**config.mk**
```make
export PLATFORM = sky130hd
export DESIGN_NAME = ripple_alu
export DESIGN_NICKNAME = d
export VERILOG_FILES = /design/src/rtl/ripple_alu.sv
export SDC_FILE = /design/constraint.sdc
export NUM_CORES = 1
export LEC_CHECK = 0
export BUFFER_PORTS_ARGS = -buffer_cell sky130_fd_sc_hd__buf_2
export CORE_MARGIN = 2
export CORE_UTILIZATION = 49
export DETAILED_ROUTE_END_ITERATION = 12
export PLACE_DENSITY = 0.79
export SYNTH_ARGS = -nofsm -noshare
export SYNTH_HDL_FRONTEND = slang
export SYNTH_SLANG_ARGS = --single-unit
```
**constraint.sdc**
```tcl
create_clock -name vclk -period 19.93
set_input_delay 3.986 -clock vclk [all_inputs]
set_output_delay 3.986 -clock vclk [all_outputs]
set_load 0.1 [all_outputs]
```
**src/rtl/ripple_alu.sv**
```systemverilog
module ripple_alu #(
  parameter int WIDTH = 32
) (
  input  logic [WIDTH-1:0] opa,
  input  logic [WIDTH-1:0] opb,
  input  logic [2:0]       op,
  output logic [WIDTH-1:0] res,
  output logic             is_zero,
  output logic             ovf
);
  localparam int MSB = WIDTH - 1;

  logic             invert_b;
  logic [1:0]       pick;
  logic [WIDTH:0]   carry;
  logic [WIDTH-1:0] bx;
  logic [WIDTH-1:0] sum;
  logic [WIDTH-1:0] less;
  logic [WIDTH-1:0] slice_out;
  logic             raw_ovf;
  logic             set_bit;
  logic             op_known;
  logic             op_arith;

  assign invert_b = op[2];
  assign pick     = op[1:0];
  assign carry[0] = invert_b;

  genvar i;
  generate
    for (i = 0; i < WIDTH; i++) begin : g_slice
      assign bx[i]        = opb[i] ^ invert_b;
      assign sum[i]       = opa[i] ^ bx[i] ^ carry[i];
      assign carry[i+1]   = (opa[i] & bx[i]) | (opa[i] & carry[i]) | (bx[i] & carry[i]);
      always_comb begin
        case (pick)
          2'b00:   slice_out[i] = opa[i] & bx[i];
          2'b01:   slice_out[i] = opa[i] | bx[i];
          2'b10:   slice_out[i] = sum[i];
          default: slice_out[i] = less[i];
        endcase
      end
      if (i == 0) begin : g_lsb
        assign less[i] = set_bit;
      end else begin : g_upper
        assign less[i] = 1'b0;
      end
    end
  endgenerate

  assign raw_ovf = carry[MSB] ^ carry[WIDTH];
  assign set_bit = sum[MSB] ^ raw_ovf;

  always_comb begin
    case (op)
      3'b000, 3'b001, 3'b010, 3'b110, 3'b111: op_known = 1'b1;
      default:                                op_known = 1'b0;
    endcase
  end

  assign op_arith = (op == 3'b010) || (op == 3'b110);
  assign res      = op_known ? slice_out : '0;
  assign is_zero  = ~|res;
  assign ovf      = op_arith & raw_ovf;
endmodule


```
# Word-level counts from Yosys, hierarchy flattened
# Cells that the tools add are included.
[word_totals]
regBits = 0
latchBits = 0
mem_bits_rw = 0
mem_bits_ro = 0
in_bits = 67
out_inout_bits = 34
word_cells = 337
mem_count = 0
[classes]
addsub = 0
mul = 0
div_mod_pow = 0
magnitude_cmp = 0
n_eq_ne = 6
shifts = 0
muxes = 34
n_bitwise = 291
reduce_logical = 6
[op_table]
columns = ["cell", "n"]
rows = [
  ["XOR 1 bit", 98],
  ["bitwise AND 1 bit", 97],
  ["OR 1 bit", 96],
  ["one-hot mux 1 bit (3 select lines)", 32],
  ["2-to-1 mux 32 bit", 1],
  ["OR reduction 32 bit", 1],
  ["equality test 3 bit (second input constant)", 2],
  ["OR reduction 5 bit", 1],
  ["equality test 3 x 1 -> 1 bit (second input constant)", 1],
  ["equality test 3 x 2 -> 1 bit (second input constant)", 1],
  ["logical NOT 3 bit", 1],
  ["equality test 2 x 1 -> 1 bit (second input constant)", 1],
  ["equality test 2 bit (second input constant)", 1],
  ["logical NOT 2 bit", 1],
  ["logical NOT 1 bit", 1],
  ["logical OR 1 bit", 1],
  ["2-to-1 mux 1 bit", 1],
]

# Longest topological paths before layout
[logic_depth]
word_depth = 103
mapped_depth = 42
depth_no_buf = 40

# Worst setup path before layout
# OpenSTA, ideal clock, no wires.
[synth_timing]
path_kind = "input-to-output"
start = "in op[2]"
end = "out is_zero"
arrival_time_ns = 19.002
required_ns = 15.944
slack_ns = -3.058
stages = 41
path_buffers = 2
path_cell_list = "buf_4 buf_1 mux2i_1 fa_1 inv_1 fa_1 fa_1 fa_1 fa_1 fa_1 fa_1 fa_1 fa_1 fa_1 fa_1 fa_1 fa_1 fa_1 [... 5 more ...] fa_1 fa_1 fa_1 fa_1 fa_1 fa_1 fa_1 fa_1 fa_1 fa_1 inv_1 fa_1 inv_1 fa_1 a22o_1 nor4_1 nand4_1 nor4b_2"
[synth_between]
word_cells_on_any_way = 332
cone_classes = "eq/ne (4); mux (34); bitwise (290); reduce/logical (4)"
[synth_rtl]
columns = ["element", "line", "rtl"]
rows = [
  ["start, declared", "6", "input logic [2:0] op,"],
  ["XOR 1 bit", "32", "assign bx[i] = opb[i] ^ invert_b;"],
  ["bitwise AND 1 bit", "34", "assign carry[i+1] = (opa[i] & bx[i]) | (opa[i] & carry[i]) | (bx[i] & carry[i]);"],
  ["OR 1 bit (2 in a row)", "34", ""],
  ["bitwise AND 1 bit", "34", ""],
  ["OR 1 bit (2 in a row)", "34", ""],
  ["bitwise AND 1 bit", "34", ""],
  ["OR 1 bit (2 in a row)", "34", ""],
  ["bitwise AND 1 bit", "34", ""],
  ["[... 80 more ...]", "-", ""],
  ["bitwise AND 1 bit", "34", ""],
  ["OR 1 bit (2 in a row)", "34", ""],
  ["XOR 1 bit", "33", "assign sum[i] = opa[i] ^ bx[i] ^ carry[i];"],
  ["one-hot mux 1 bit (3 select lines)", "36", "case (pick)"],
  ["2-to-1 mux 32 bit *", "62", "assign res = op_known ? slice_out : '0;"],
  ["via res[31]", "7", "output logic [WIDTH-1:0] res,"],
  ["OR reduction 32 bit *", "63", "assign is_zero = ~|res;"],
  ["logical NOT 1 bit *", "63", ""],
  ["end, declared", "8", "output logic is_zero,"],
]
# The timed path passes the listed nets; every way through them passes the cells marked *.

# Worst setup path in the final report
[layout_timing]
start = "in op[2]"
end = "out is_zero"
[layout_between]
elab_chain_len = 103
word_cells_on_any_way = 332
cone_classes = "eq/ne (4); mux (34); bitwise (290); reduce/logical (4)"
[layout_lines]
columns = ["element", "line", "rtl"]
rows = [
  ["XOR 1 bit", "32", ""],
  ["bitwise AND 1 bit", "34, 37", ""],
  ["OR 1 bit (2 in a row)", "34", ""],
  ["bitwise AND 1 bit", "34", ""],
  ["OR 1 bit (2 in a row)", "34", ""],
  ["bitwise AND 1 bit", "34", ""],
  ["OR 1 bit (2 in a row)", "34", ""],
  ["bitwise AND 1 bit", "34", ""],
  ["[... 83 more ...]", "-", ""],
  ["bitwise AND 1 bit", "34", ""],
  ["OR 1 bit (2 in a row)", "34", ""],
  ["XOR 1 bit", "51", "assign raw_ovf = carry[MSB] ^ carry[WIDTH];"],
  ["XOR 1 bit", "52", "assign set_bit = sum[MSB] ^ raw_ovf;"],
  ["one-hot mux 1 bit (3 select lines)", "36", ""],
  ["2-to-1 mux 32 bit *", "62", ""],
  ["OR reduction 32 bit *", "63", ""],
  ["logical NOT 1 bit *", "63", ""],
]
# Mark *: on every way between the ends. The rest lies on a longest branch, timed or not.

==> impl_metrics.py <==
metrics = {
    "sta": {
        "finalHoldViolations": 0,
        "fin_crit_ps": 20270,
        "timing.final.ws_setup_ps": -341,
        "rsz0062_at_grt": "yes",
        "setup_viol": 1,
        "holdWs_ps": 8520,
        "slew_viol_final": 0,
        "min_period_over_period": 1.02,
        "clock.fmax_ghz": 0.0493,
        "max_slew_margin": 0.286,
        "worst_slew_pin_slew_ps": 1070,
    },
    "layout": {
        "post-route-util": 0.654,
        "multi_input_comb_area_mm2": 0.00263,
        "drive_above_1_share": 0.385,
        "clkbuf_count": 0,
        "final_cells": 512,
        "area_growth_syn_to_layout_pct": 30.0,
        "seq_cell_count": 0,
        "nets": 601,
        "fill_cells": 492,
        "regArea_um2": 0,
    },
    "critical_path": {
        "cp-start-kind": "input pin",
        "crit_fanout": 4,
        "crit_arrival_ps": 16280,
        "worst-path-buf-inv": 7,
        "critical_path.top_delay_family": "adder cells",
        "cp.required_ps": 15940,
        "slowest_stage": "fa_2",
        "worstSetupEndpointType": "output port",
        "slowest_delay_ps": 420,
        "crit_start": "op[2]",
        "path_class": "input pin to output port",
        "crit_top_cell": "fa_2",
    },
    "synth": {
        "synth_most_common_cell": "inv_1",
        "synth-seq-area-share": 0,
        "yosys.area.top_type": "ha_1",
        "synth_area_leaders": "ha_1 27%, fa_1 22%, inv_1 12%",
        "yosysWarnings": 0,
        "avgSynthCellArea_um2": 9.00,
        "synth_nets": 492,
        "synthCells": 329,
        "synth_top_area_frac": 0.270,
        "synthDistinctLibCells": 28,
        "ys_top_cells_by_count": "96 x inv_1, 64 x ha_1, 33 x xor2_1, 32 x fa_1, 30 x mux2i_1",
        "synth_area_mm2": 0.00296,
    },
    "die": {
        "start_util": 0.503,
        "rows": 28,
        "dieArea_mm2": 0.00668,
        "dieWidth_um": 81.7,
        "core_area_mm2": 0.00589,
        "io_pins": 101,
        "dieHeight_um": 81.7,
    },
    "grt": {
        "grt_pass1_wl_um": 11000,
        "globalRouteTotalUtil": 0.208,
        "antenna_found_initial": 1,
        "grt_start_max_net_pins": 39,
        "first_global_vias": 2408,
        "grt_overflow": 0,
    },
    "power_and_ir_drop": {
        "leakage_nw": 2.19,
        "p_per_area_mw_per_mm2": 46.3,
        "ir_drop_mv": 0.0306,
    },
    "route": {
        "wl_met3_um": 251,
        "drtPass1Iterations": 4,
        "post_drt_wl_per_cell_um": 13.3,
        "drc": 0,
        "detail-route-antenna-nets": 0,
        "wl_um": 6790,
        "top_layer": "met4",
        "wl_met2_um": 3650,
        "vias": 2458,
        "routedLengthMet1_um": 2790,
        "drt_iter0_drc": 60,
        "viasPerCell": 4.80,
    },
    "run_status": {
        "status": "finished, violations left",
        "violations": "negative setup slack",
    },
    "placed_design": {
        "routabilityCongestion": 0.830,
        "placed_cells": 508,
        "dp_hpwl_um": 5710,
        "port_buffers": 101,
    },
    "worst_hold_path": {
        "min_from": "op[1]",
        "min_path_type": "input pin to output port",
    },
    "clock_network": {
        "hold_buffers": 0,
    },
    "run": {
        "drv_cap": 0,
    },
}
## power by group
| part | internal (mW) | switching (mW) |
|---|---|---|
| Combinational | 0.0557 | 0.122 |
| Clock | 0.00000000670 | 0 |
| Sequential | 0 | 0 |
| Total | 0.0557 | 0.122 |
## cells in the final DEF (no fill, tap or decap), drive strengths merged
master,n
buf,121
inv,96
ha,64
xor2,33
fa,32
mux2i,30
a22o,29
nor4,7
o21ai,6
nor2b,4
nor2,4
nor4b,2
diode,1
nand2b,1
and2b,1
xnor2,1
a211oi,1
a21oi,1
and3b,1
nand4,1
nand2,1
## metrics by stage
stage / cell area, µm² / power, mW / worst slack (ps) / TNS [ps]
floorplan: 3050 / 0.132 / -1540 / -1880
global placement: 3750 / 0.169 / -363 / -363
detailed placement: 3750 / 0.175 / -584 / -625
CTS: 3800 / 0.178 / -389 / -389
global route: 3850 / 0.192 / -636 / -703
finish: 3850 / 0.178 / -341 / -341
## layout make-up
| cell class | count | share of cell area |
|---|---|---|
| antenna | 1 | 0.000650 |
| inverter | 96 | 0.0936 |
| multi-input combinational | 219 | 0.682 |
| tap | 75 | 0.0244 |
| timing repair buffer | 121 | 0.199 |
## timing repair
item | CTS | global route
pin swaps | 1 | 3
cloned | 0 | 0
buffers inserted | 1 | 2
resized for setup | 13 | 10
endpoints found under the setup margin | 2 | 4
## per-layer routing
layer | GRT usage | up-vias
li1 | - | 1219
met2 | 0.398 | 55
met3 | 0.0143 | 8
met1 | 0.259 | 1176
met4 | 0.0267 | 0
met5 | 0 | -
## path summary, 6_finish.rpt
check,depth (start not counted),endpoint,slack [ps]
max,43,is_zero,-340
min,4,ovf,8520
## logic make-up after synthesis
logic type,count (synthesis),synth area share
xor gates and xnor gates,34,0.101
and+or+nand+nor,22,0.0516
adders and majority gates,96,0.487
buffers and inverters,110,0.159
AOI/OAI and AO/OA,37,0.100
muxes,30,0.101
Note: power is estimated with default switching activity, not from simulation.
